`src/rtl/conv_seq_pkg.sv`:
```
package conv_seq_pkg;

  typedef enum logic [2:0] {
    ST_IDLE   = 3'd0,
    ST_RISE   = 3'd1,
    ST_HOLD   = 3'd2,
    ST_FALL   = 3'd3,
    ST_LOCK   = 3'd4,
    ST_HOT    = 3'd5,
    ST_HICCUP = 3'd6
  } seq_state_t;

  typedef enum logic [1:0] {
    FLT_NONE  = 2'd0,
    FLT_UV    = 2'd1,
    FLT_THERM = 2'd2,
    FLT_OC    = 2'd3
  } fault_t;

endpackage

```
`src/rtl/conv_seq_fault.sv`:
```
module conv_seq_fault
  import conv_seq_pkg::*;
#(
  parameter int TEMP_W = 8
) (
  input  logic              uv_flag,
  input  logic              oc_flag,
  input  logic [TEMP_W-1:0] temp_code,
  input  logic [TEMP_W-1:0] temp_trip,
  input  logic [TEMP_W-1:0] temp_hyst,
  input  logic              in_hot,
  input  logic              switching,
  output fault_t            fault,
  output logic              cool_now
);

  // restart threshold: trip minus hysteresis, clamped at zero
  function automatic logic [TEMP_W-1:0] restart_level(input logic [TEMP_W-1:0] trip,
                                                      input logic [TEMP_W-1:0] hyst);
    if (hyst > trip) return '0;
    return trip - hyst;
  endfunction

  logic hot_trip;
  logic therm_active;

  assign hot_trip     = temp_code > temp_trip;
  assign cool_now     = temp_code <= restart_level(temp_trip, temp_hyst);
  assign therm_active = in_hot ? !cool_now : hot_trip;

  always_comb begin
    if (uv_flag)                    fault = FLT_UV;
    else if (therm_active)          fault = FLT_THERM;
    else if (oc_flag && switching)  fault = FLT_OC;
    else                            fault = FLT_NONE;
  end

endmodule

```
`src/rtl/conv_seq_hiccup.sv`:
```
module conv_seq_hiccup #(
  parameter int HICCUP_CYC = 8192
) (
  input  logic clk,
  input  logic rst_n,
  input  logic run,
  output logic done
);

  localparam int CW = $clog2(HICCUP_CYC + 1);
  localparam logic [CW-1:0] LAST = CW'(HICCUP_CYC - 1);

  logic [CW-1:0] cnt;

  always_ff @(posedge clk or negedge rst_n) begin
    if (!rst_n)   cnt <= '0;
    else if (run) cnt <= cnt + 1'b1;
    else          cnt <= '0;
  end

  assign done = run && (cnt == LAST);

  // the off window never runs past its length
  a_r7_hiccup_bound: assert property (@(posedge clk) disable iff (!rst_n)
    run |-> cnt < CW'(HICCUP_CYC));

  // completion is a single-cycle event
  a_r7_done_single: assert property (@(posedge clk) disable iff (!rst_n)
    done |=> !done);

endmodule

```
`src/rtl/conv_seq_ramp.sv`:
```
module conv_seq_ramp #(
  parameter int RAMP_W     = 8,
  parameter int RAMP_FINAL = 150,
  parameter int RAMP_STEP  = 2,
  parameter int PRESCALE   = 4
) (
  input  logic              clk,
  input  logic              rst_n,
  input  logic              clr,
  input  logic              run_up,
  input  logic              run_down,
  output logic [RAMP_W-1:0] ramp,
  output logic              at_final,
  output logic              at_zero
);

  localparam logic [RAMP_W-1:0] FINAL_C = RAMP_W'(RAMP_FINAL);
  localparam logic [RAMP_W:0]   STEP_C  = (RAMP_W+1)'(RAMP_STEP);
  localparam int PW = (PRESCALE > 1) ? $clog2(PRESCALE) : 1;

  function automatic logic [RAMP_W-1:0] step_up(input logic [RAMP_W-1:0] v);
    logic [RAMP_W:0] s;
    s = {1'b0, v} + STEP_C;
    if (s > {1'b0, FINAL_C}) return FINAL_C;
    return s[RAMP_W-1:0];
  endfunction

  function automatic logic [RAMP_W-1:0] step_down(input logic [RAMP_W-1:0] v);
    logic [RAMP_W:0] s;
    if ({1'b0, v} < STEP_C) return '0;
    s = {1'b0, v} - STEP_C;
    return s[RAMP_W-1:0];
  endfunction

  logic moving;
  logic tick;

  assign moving = run_up || run_down;

  generate
    if (PRESCALE > 1) begin : g_pre
      logic [PW-1:0] pcnt;
      always_ff @(posedge clk or negedge rst_n) begin
        if (!rst_n)                            pcnt <= '0;
        else if (!moving)                      pcnt <= '0;
        else if (pcnt == PW'(PRESCALE - 1))    pcnt <= '0;
        else                                   pcnt <= pcnt + 1'b1;
      end
      assign tick = moving && (pcnt == PW'(PRESCALE - 1));
    end else begin : g_nopre
      assign tick = moving;
    end
  endgenerate

  always_ff @(posedge clk or negedge rst_n) begin
    if (!rst_n)                ramp <= '0;
    else if (clr)              ramp <= '0;
    else if (tick && run_up)   ramp <= step_up(ramp);
    else if (tick && run_down) ramp <= step_down(ramp);
  end

  assign at_final = ramp == FINAL_C;
  assign at_zero  = ramp == '0;

  // code never passes its final value
  a_r3_ramp_cap: assert property (@(posedge clk) disable iff (!rst_n)
    ramp <= FINAL_C);

  // rising phase is monotonic and bounded by one step
  a_r2_rise_step: assert property (@(posedge clk) disable iff (!rst_n)
    (run_up && !clr) |=> (ramp >= $past(ramp)) && ({1'b0, ramp} - {1'b0, $past(ramp)} <= STEP_C));

  // falling phase never climbs
  a_r9_fall_mono: assert property (@(posedge clk) disable iff (!rst_n)
    (run_down && !clr) |=> ramp <= $past(ramp));

endmodule

```
`src/rtl/conv_seq.sv`:
```
module conv_seq
  import conv_seq_pkg::*;
#(
  parameter int TEMP_W     = 8,
  parameter int RAMP_W     = 8,
  parameter int RAMP_FINAL = 150,
  parameter int REG_CODE   = 60,
  parameter int RAMP_STEP  = 2,
  parameter int PRESCALE   = 4,
  parameter int HICCUP_CYC = 8192
) (
  input  logic              clk,
  input  logic              rst_n,
  input  logic              en_req,
  input  logic              uv_flag,
  input  logic              oc_flag,
  input  logic [TEMP_W-1:0] temp_code,
  input  logic [TEMP_W-1:0] temp_trip,
  input  logic [TEMP_W-1:0] temp_hyst,
  output logic              sw_en,
  output logic              stage_hiz,
  output logic [RAMP_W-1:0] ramp_code,
  output logic              ramp_dir,
  output logic              core_active,
  output logic              in_reg
);

  localparam logic [RAMP_W-1:0] REG_C = RAMP_W'(REG_CODE);

  seq_state_t st_q, st_nxt;
  fault_t     fault;
  logic       cool_now;
  logic       switching;
  logic       hic_done;
  logic       at_final, at_zero;
  logic       run_up, run_down, ramp_clr;

  assign switching = (st_q == ST_RISE) || (st_q == ST_HOLD) || (st_q == ST_FALL);

  conv_seq_fault #(.TEMP_W(TEMP_W)) u_fault (
    .uv_flag   (uv_flag),
    .oc_flag   (oc_flag),
    .temp_code (temp_code),
    .temp_trip (temp_trip),
    .temp_hyst (temp_hyst),
    .in_hot    (st_q == ST_HOT),
    .switching (switching),
    .fault     (fault),
    .cool_now  (cool_now)
  );

  conv_seq_hiccup #(.HICCUP_CYC(HICCUP_CYC)) u_hiccup (
    .clk   (clk),
    .rst_n (rst_n),
    .run   (st_q == ST_HICCUP),
    .done  (hic_done)
  );

  always_comb begin
    st_nxt = st_q;
    unique case (fault)
      FLT_UV:    st_nxt = ST_LOCK;
      FLT_THERM: st_nxt = ST_HOT;
      FLT_OC:    st_nxt = ST_HICCUP;
      default: begin
        unique case (st_q)
          ST_IDLE:   if (en_req) st_nxt = ST_RISE;
          ST_RISE:   if (!en_req) st_nxt = ST_FALL;
                     else if (at_final) st_nxt = ST_HOLD;
          ST_HOLD:   if (!en_req) st_nxt = ST_FALL;
          ST_FALL:   if (en_req) st_nxt = ST_RISE;
                     else if (at_zero) st_nxt = ST_IDLE;
          ST_LOCK,
          ST_HOT:    st_nxt = en_req ? ST_RISE : ST_IDLE;
          ST_HICCUP: if (hic_done) st_nxt = en_req ? ST_RISE : ST_IDLE;
          default:   st_nxt = ST_IDLE;
        endcase
      end
    endcase
  end

  always_ff @(posedge clk or negedge rst_n) begin
    if (!rst_n) st_q <= ST_IDLE;
    else        st_q <= st_nxt;
  end

  assign ramp_clr = fault != FLT_NONE;
  assign run_up   = (st_q == ST_RISE) && (st_nxt == ST_RISE);
  assign run_down = (st_q == ST_FALL) && (st_nxt == ST_FALL);

  conv_seq_ramp #(
    .RAMP_W     (RAMP_W),
    .RAMP_FINAL (RAMP_FINAL),
    .RAMP_STEP  (RAMP_STEP),
    .PRESCALE   (PRESCALE)
  ) u_ramp (
    .clk      (clk),
    .rst_n    (rst_n),
    .clr      (ramp_clr),
    .run_up   (run_up),
    .run_down (run_down),
    .ramp     (ramp_code),
    .at_final (at_final),
    .at_zero  (at_zero)
  );

  assign sw_en       = switching;
  assign stage_hiz   = !switching;
  assign ramp_dir    = (st_q == ST_RISE) || (st_q == ST_HOLD);
  assign core_active = switching || (st_q == ST_HICCUP);
  assign in_reg      = ramp_code >= REG_C;

  // lockout cuts the stage and clears the reference
  a_r5_uv_cut: assert property (@(posedge clk) disable iff (!rst_n)
    uv_flag |=> stage_hiz && (ramp_code == '0) && !core_active);

  // overload while switching opens both switches next cycle
  a_r7_oc_cut: assert property (@(posedge clk) disable iff (!rst_n)
    (oc_flag && sw_en) |=> stage_hiz && (ramp_code == '0));

  // hot state is kept until the restart threshold is met
  a_r6_hot_hold: assert property (@(posedge clk) disable iff (!rst_n)
    (st_q == ST_HOT && !cool_now && !uv_flag) |=> stage_hiz);

  // re-enable during ramp-down keeps the code and turns upward
  a_r10_resume: assert property (@(posedge clk) disable iff (!rst_n)
    (st_q == ST_FALL && en_req && fault == FLT_NONE) |=> (ramp_code == $past(ramp_code)) && ramp_dir);

  // internals stay powered while the code is still falling
  a_r9_active_fall: assert property (@(posedge clk) disable iff (!rst_n)
    (st_q == ST_FALL && !at_zero && fault == FLT_NONE) |=> core_active);

endmodule

```
`config.mk`:
```
export PLATFORM = sky130hd
export DESIGN_NAME = conv_seq
export DESIGN_NICKNAME = d
export VERILOG_FILES = /design/src/rtl/conv_seq_pkg.sv /design/src/rtl/conv_seq_fault.sv /design/src/rtl/conv_seq_hiccup.sv /design/src/rtl/conv_seq_ramp.sv /design/src/rtl/conv_seq.sv
export SDC_FILE = /design/constraint.sdc
export NUM_CORES = 1
export LEC_CHECK = 0
export BUFFER_PORTS_ARGS = -buffer_cell sky130_fd_sc_hd__clkbuf_2
export CAP_MARGIN = 20
export CORE_ASPECT_RATIO = 1.2
export CORE_UTILIZATION = 52
export DETAILED_ROUTE_END_ITERATION = 16
export PLACE_DENSITY_LB_ADDON = 0.2
export SLEW_MARGIN = 10
export SYNTH_ARGS = -nofsm -noshare
export SYNTH_HDL_FRONTEND = slang
export SYNTH_SLANG_ARGS = --single-unit
```
`constraint.sdc`:
```
create_clock -name clk -period 2.38 [get_ports clk]
set_input_delay 0.238 -clock clk [delete_from_list [all_inputs] [get_ports clk]]
set_output_delay 0.238 -clock clk [all_outputs]
set_load 0.02 [all_outputs]
```
==> results of run 1 <==
flip-flops by register name, indices dropped and copies added (netlist names):
name / flops
u_ramp.ramp: 7
u_ramp.g_pre.pcnt: 2
u_hiccup.cnt: 14
st_q: 3
cells in the final DEF, fill, tap and decap left out, drive strengths merged, types with 3 or more instances in the layout:
master / synthesis / final
a21boi: 3 / 3
a21o: 4 / 4
a21oi: 16 / 16
a22oi: 3 / 3
a311oi: 3 / 3
a31oi: 8 / 8
and3: 4 / 4
and4: 4 / 4
buf: 10 / 63
clkbuf: 4 / 43
dfrtp: 26 / 26
ha: 28 / 28
inv: 29 / 29
mux2i: 3 / 3
nand2: 23 / 23
nand3: 14 / 14
nand3b: 4 / 4
nand4: 10 / 10
nor2: 28 / 28
nor2b: 11 / 11
nor3: 5 / 5
o211ai: 4 / 4
o21a: 4 / 4
o21ai: 16 / 16
or3: 6 / 6
xnor2: 6 / 6
xor2: 10 / 10
critical path, cell delays in order:
cell	delay, ns
clkbuf_16	0.11
inv_8	0.03
ha_4	0.15
fa_2	0.34
nor2b_2	0.14
o21ai_2	0.08
a21oi_2	0.17
o21ai_2	0.08
a21oi_2	0.17
o21ai_2	0.08
nand2_2	0.12
buf_4	0.12
buf_4	0.11
nand2_2	0.06
ha_4	0.28
nand4_1	0.09
nor2_1	0.14
a21oi_1	0.07
a22oi_2	0.22
buf_4	0.16
buf_6	0.10
nand2_4	0.05
or4b_4	0.55
nor3_2	0.17
repair_timing:
item                                    in CTS  in global routing
resized for setup                           11                 25
hold buffers                                 1                  0
pin swaps                                   20                 14
setup buffers                                7                  4
endpoints found under the setup margin      12                 12
hold endpoints to repair                    26                  0
per-stage QoR:
stage	hold slack (ns)	setup WS (ns)	instances	total power, uW
floorplan	-0.0576	-1.23	313	789
global placement	0.287	-1.54	449	972
detailed placement	0.294	-1.72	449	980
CTS	0.238	-1.20	461	1390
global route	0.235	-1.46	465	1540
finish	0.225	-1.23	465	1470
power by group:
| group | internal, uW | switching (uW) | total (uW) | leakage, uW |
|---|---|---|---|---|
| Combinational | 291 | 320 | 611 | 0.00131 |
| Clock | 226 | 158 | 384 | 0.0000357 |
| Sequential | 454 | 17.2 | 472 | 0.000358 |
metal layers:
layer | vias up | wire length [um] | GRT usage, %
li1 | 1302 | - | -
met1 | 1267 | 2910 | 31.7
met2 | 87 | 3500 | 48.4
met3 | 12 | 290 | 2.87
met4 | 0 | 123 | 9.15
met5 | - | 0 | 0
logic make-up after synthesis:
family	share of synthesized area [%]
and+or+nand+nor	26.5
AOI/OAI and AO/OA	18.8
buffers and inverters	7.58
adders and majority gates	14.5
DFF	25.4
xor gates and xnor gates	5.48
muxes	1.61
other	0.147
how the worst max path moves through the flow:
stage | endpoint | slack [ns] | depth (start not counted)
5_1_grt | u_ramp.ramp[3] | -1.46 | 22
3_5_place_dp | u_ramp.g_pre.pcnt[0] | -1.72 | 21
3_3_place_gp | u_ramp.g_pre.pcnt[0] | -1.54 | 21
4_1_cts | u_ramp.g_pre.pcnt[0] | -1.20 | 21
6_report | u_ramp.g_pre.pcnt[0] | -1.23 | 24
2_1_floorplan | u_ramp.g_pre.pcnt[0] | -1.23 | 20
cell type report:
cell class / instances / area (um2) / area share [%]
inverter: 29 / 116 / 3.31
clock buffer: 3 / 41.3 / 1.17
multi-input combinational: 244 / 1880 / 53.5
sequential: 26 / 651 / 18.5
tap: 58 / 72.6 / 2.06
clock inverter: 1 / 30.0 / 0.854
timing repair buffer: 104 / 726 / 20.6
==> impl_metrics.csv, run 1 <==
group,metric,value,unit
cts,clock_latency,0.29,ns
hold_path,hold_depth,2,
setup_path,ff2ff_setup_slack,-0.21,ns
floorplanning,io_pins,42,
placed_design,numPortBuffers,40,
drt,vias,2668,
placed_design,routabilityCongestion,0.833,
finish,area_delta_synth_final,37.5,%
outcome,status,"complete, but fails checks",
sta,slew_violations,0,
finish,finish.utilization,75.4,%
sta,fin_crit,3.61,ns
global_route,grt_pass1_wl,11000,um
logic_synthesis,synth_common_cells,"inv_1 (29), ha_1 (28), nor2_1 (27)",
finish,antennaDiodeCount,0,
power,vdd_drop_max,236,uV
setup_path,regToRegEndpoint,"u_ramp.g_pre.pcnt[0]",
global_route,grt_max_degree,27,
floorplanning,start_util,54.9,%
sta,setup_viol,12,
setup_path,r2r_cells,8,
hold_path,min_to,"st_q[0]",
finish,fin_nets,466,
hold_path,hp-start,"uv_flag",
sta,setup_ws,-1.23,ns
sta,worst_pin_slew,0.654,ns
floorplanning,die_area,0.00520,mm2
setup_path,cp.arrival,3.82,ns
placed_design,hpwl,4840,um
floorplanning,coreArea,0.00466,mm2
setup_path,critPathKind,"input port to register",
logic_synthesis,synth_edf_count,0,
drt,drc_errors,0,
setup_path,worstSetupStartpoint,"temp_trip[0]",
logic_synthesis,syn_nets,371,
sta,finalCritPeriodShare,152,%
logic_synthesis,yosys.cell_types.count,60,
finish,n_fill_cell,334,
logic_synthesis,ys.flop_type,"dfrtp_1",
flow_run,maxCapViolCount,0,
logic_synthesis,ys_async_sr_fraction,100,%
outcome,violations,"negative setup slack",
logic_synthesis,yosys_warnings,0,
setup_path,startpoint_type,"input port",
sta,fin_tns_setup,-12.59,ns
global_route,overflow,0,
setup_path,cp.required,2.59,ns
logic_synthesis,yosysMostFrequentCell,"inv_1",
drt,via_per_inst,5.74,
cts,clkSinkCount,26,
setup_path,end_kind,"register",
cts,clk_pin_slew,0.10,ns
drt,drt-initial-drc-count,214,
finish,final_cell_area,0.00352,mm2
drt,drtAntennaViolNets,0,
floorplanning,num_rows,27,
sta,relSlewSlack,56.4,%
drt,avgRoutedWirePerCell,14.7,um
logic_synthesis,ys_seq_area_share,25.4,%
sta,fin_skew,0.00529,ns
cts,htreeDepth,1,
global_route,grt_pass1_vias,2598,
floorplanning,die_y,78.8,um
cts,tritoncts,"done",
cts,clockBufferDepth,2,
setup_path,r2r_start,"u_ramp.ramp[1]",
sta,rsz0062_at_grt,"yes",
global_route,grt_usage,26.6,%
setup_path,path_max_fanout,6,
logic_synthesis,syn_avg_cell_area,8.17,um2
logic_synthesis,yosys_register_bits,26,
drt,wirelength,6830,um
cts,ctsRootBufferMaster,"clkbuf_8",
hold_path,worstHoldPathType,"input port to register",
placed_design,dpl_cell_area,0.00320,mm2
cts,cts_buffers,3,
power,p_leak,0.00170,uW
logic_synthesis,netlist_instances,313,
logic_synthesis,yosys.area.top_type,"dfrtp_1",
sta,hold_viol_final,0,
logic_synthesis,synth_area_leaders,"dfrtp_1 (25%), ha_1 (14%), inv_1 (4.3%)",
power,power_density,417,mW/mm2
drt,dr.pass1.iters,4,
floorplanning,die_w,66.0,um
logic_synthesis,syn-cell-area,0.00256,mm2
global_route,antenna_found_initial,0,
finish,drive_above_1_share,36.1,%
logic_synthesis,yosysTopAreaCellShare,25.4,%
sta,fmax,0.277,GHz
(Power assumes the default switching activity.)
==> run 2: changes to the inputs <==
--- a/config.mk
+++ b/config.mk
@@ -8,7 +8,8 @@
 export BUFFER_PORTS_ARGS = -buffer_cell sky130_fd_sc_hd__clkbuf_2
 export CAP_MARGIN = 20
 export CORE_ASPECT_RATIO = 1.2
-export CORE_UTILIZATION = 52
+export CORE_UTILIZATION = 55
+export CTS_BUF_LIST = sky130_fd_sc_hd__clkbuf_4
 export DETAILED_ROUTE_END_ITERATION = 16
 export PLACE_DENSITY_LB_ADDON = 0.2
 export SLEW_MARGIN = 10
==> constraint.sdc (replaced) <==
create_clock -name clk -period 3.4 [get_ports clk]
set_input_delay 0.68 -clock clk [delete_from_list [all_inputs] [get_ports clk]]
set_output_delay 0.68 -clock clk [all_outputs]
set_load 0.02 [all_outputs]
==> impl_metrics.csv, run 2 (synthesis gave the netlist of run 1 again) <==
group,metric,value,unit
outcome,status,"complete, but fails checks",
outcome,violations,"negative setup slack",
setup_path,critPathMaxStageDelay,0.49,ns
finish,final_cell_mix,"clkbuf_2 (39), buf_4 (30), inv_1 (28)",
setup_path,end_kind,"register",
finish,antennaDiodeCount,0,
global_route,grt_max_degree,27,
sta,fin_crit,3.84,ns
drt,via_per_inst,5.82,
drt,avgRoutedWirePerCell,14.4,um
setup_path,cp.arrival,4.10,ns
setup_path,startpoint_type,"input port",
finish,drive_above_1_share,31.1,%
global_route,grt_pass1_vias,2416,
drt,drt-initial-drc-count,179,
drt,wirelength,6250,um
sta,worst_pin_slew,0.662,ns
floorplanning,die_w,64.3,um
placed_design,hpwl,4610,um
placed_design,numPortBuffers,40,
sta,relSlewSlack,55.9,%
cts,clkSinkCount,26,
sta,setup_viol,10,
drt,vias,2533,
cts,clock_latency,0.33,ns
setup_path,cp.required,3.66,ns
global_route,grt_pass1_wl,10500,um
cts,cts_hold_buf,0,
cts,clk_pin_slew,0.15,ns
finish,final_cell_area,0.00327,mm2
global_route,antenna_found_initial,0,
hold_path,worstHoldPathType,"input port to async pin",
finish,reg_top3,"u_hiccup.cnt (14), u_ramp.ramp (7), st_q (3)",
power,fin_total_pwr,919,uW
drt,wl_met3,231,um
finish,top_register,"u_hiccup.cnt",
power,p_leak,0.00155,uW
drt,drtAntennaViolNets,0,
finish,largest_reg_flops,14,
flow_run,maxCapViolCount,0,
sta,setup_ws,-0.438,ns
power,power_density,281,mW/mm2
setup_path,regToRegEndpoint,"u_ramp.ramp[4]",
sta,fmax,0.261,GHz
sta,rsz0062_at_grt,"yes",
setup_path,crit_top_cell,"o21ai_2",
setup_path,path_cells,"clkbuf_16 > inv_8 > ha_4 > fa_2 > nor2b_2 > o21ai_2 > a21oi_2 > o21ai_2 > a21oi_2 > o21ai_2 > nand2_2 > o211ai_1 > ha_1 > a21oi_1 > o21a_1 > a21oi_1 > a22oi_2 > a21boi_4 > xnor2_1 > or4b_4 > nor3_2",
setup_path,critPathKind,"input port to register",
sta,slew_violations,0,
finish,final_common_cell,"clkbuf_2",
drt,wl_met1,2670,um
drt,dr.pass1.iters,4,
floorplanning,io_pins,42,
cts,ctsRootBufferMaster,"clkbuf_4",
sta,whs,0.343,ns
setup_path,r2r_cells,8,
finish,finish.utilization,75.1,%
cts,htreeDepth,1,
floorplanning,die_area,0.00493,mm2
sta,fin_skew,0.00585,ns
setup_path,ff2ff_setup_slack,0.46,ns
power,vdd_drop_max,175,uV
sta,finalCritPeriodShare,113,%
drt,drc_errors,0,
setup_path,timing.critical_path.slowest_stage_cell,"or4b_4",
floorplanning,start_util,58.7,%
placed_design,dpl.cell_count,421,
setup_path,path_max_fanout,6,
cts,tritoncts,"done",
drt,highest_layer,"met4",
floorplanning,num_rows,26,
global_route,grt_usage,26.2,%
placed_design,dpl_cell_area,0.00300,mm2
floorplanning,die_y,76.7,um
finish,fin_nets,438,
drt,wl_met2,3290,um
cts,clockBufferDepth,2,
cts,cts_buffers,3,
global_route,overflow,0,
setup_path,r2r_start,"u_ramp.ramp[1]",
finish,area_delta_synth_final,28.0,%
sta,hold_viol_final,0,
placed_design,routabilityCongestion,0.864,
floorplanning,coreArea,0.00436,mm2
finish,final_cells,435,
-- run 2: routing by layer --
layer  up-vias  global-route usage, %
li1       1254                      -
met1      1204                   32.7
met2        69                   47.9
met3         6                   2.83
met4         0                   5.33
met5         -                      0
-- run 2: layout make-up --
cell class	instances	area (um2)
repair buffers	76	517
multi-input cells	244	1870
flip-flops and latches	26	651
well taps	56	70.1
clock buffers	3	22.5
clock inverters	1	30.0
inverters	29	116
fillers	334	1080
-- run 2: worst max path at each step --
| stage | from | to | slack, ns | cells past startpoint |
|---|---|---|---|---|
| 5_1_grt | temp_trip[0] | u_ramp.g_pre.pcnt[0] | -0.66 | 21 |
| 3_3_place_gp | temp_trip[0] | u_ramp.g_pre.pcnt[0] | -0.95 | 21 |
| 2_1_floorplan | temp_trip[0] | u_ramp.g_pre.pcnt[0] | -0.65 | 20 |
| 3_5_place_dp | temp_trip[0] | u_ramp.g_pre.pcnt[0] | -1.06 | 21 |
| 4_1_cts | temp_trip[0] | u_ramp.g_pre.pcnt[0] | -0.55 | 21 |
| 6_report | temp_trip[0] | u_ramp.g_pre.pcnt[0] | -0.44 | 21 |
-- run 2: critical path: cells and delay by family --
| kind | cells | cell delay [ns] |
|---|---|---|
| xor gates and xnor gates | 1 | 0.07 |
| AOI/OAI and AO/OA | 11 | 1.53 |
| and+or+nand+nor | 4 | 0.88 |
| buffers and inverters | 2 | 0.14 |
| adders and majority gates | 3 | 0.81 |
-- run 2: power breakdown --
group          leakage (uW)  switching (uW)  internal (uW)
clock network     0.0000279            99.7            119
registers          0.000358            30.3            318
logic               0.00116             181            170
total               0.00155             311            607
-- run 2: through the flow --
step                      setup TNS, ns  setup WS [ns]
after CTS                         -4.41         -0.547
after detailed placement          -9.61          -1.06
after global placement            -8.37         -0.950
after floorplan                   -4.88         -0.655
after global routing              -5.54         -0.664
final                             -3.28         -0.438
-- run 2: what timing repair did --
| item | CTS | global route |
|---|---|---|
| pin swaps | 23 | 9 |
| resized for setup | 19 | 15 |
| setup endpoints to repair | 10 | 12 |
| buffers inserted | 8 | 2 |
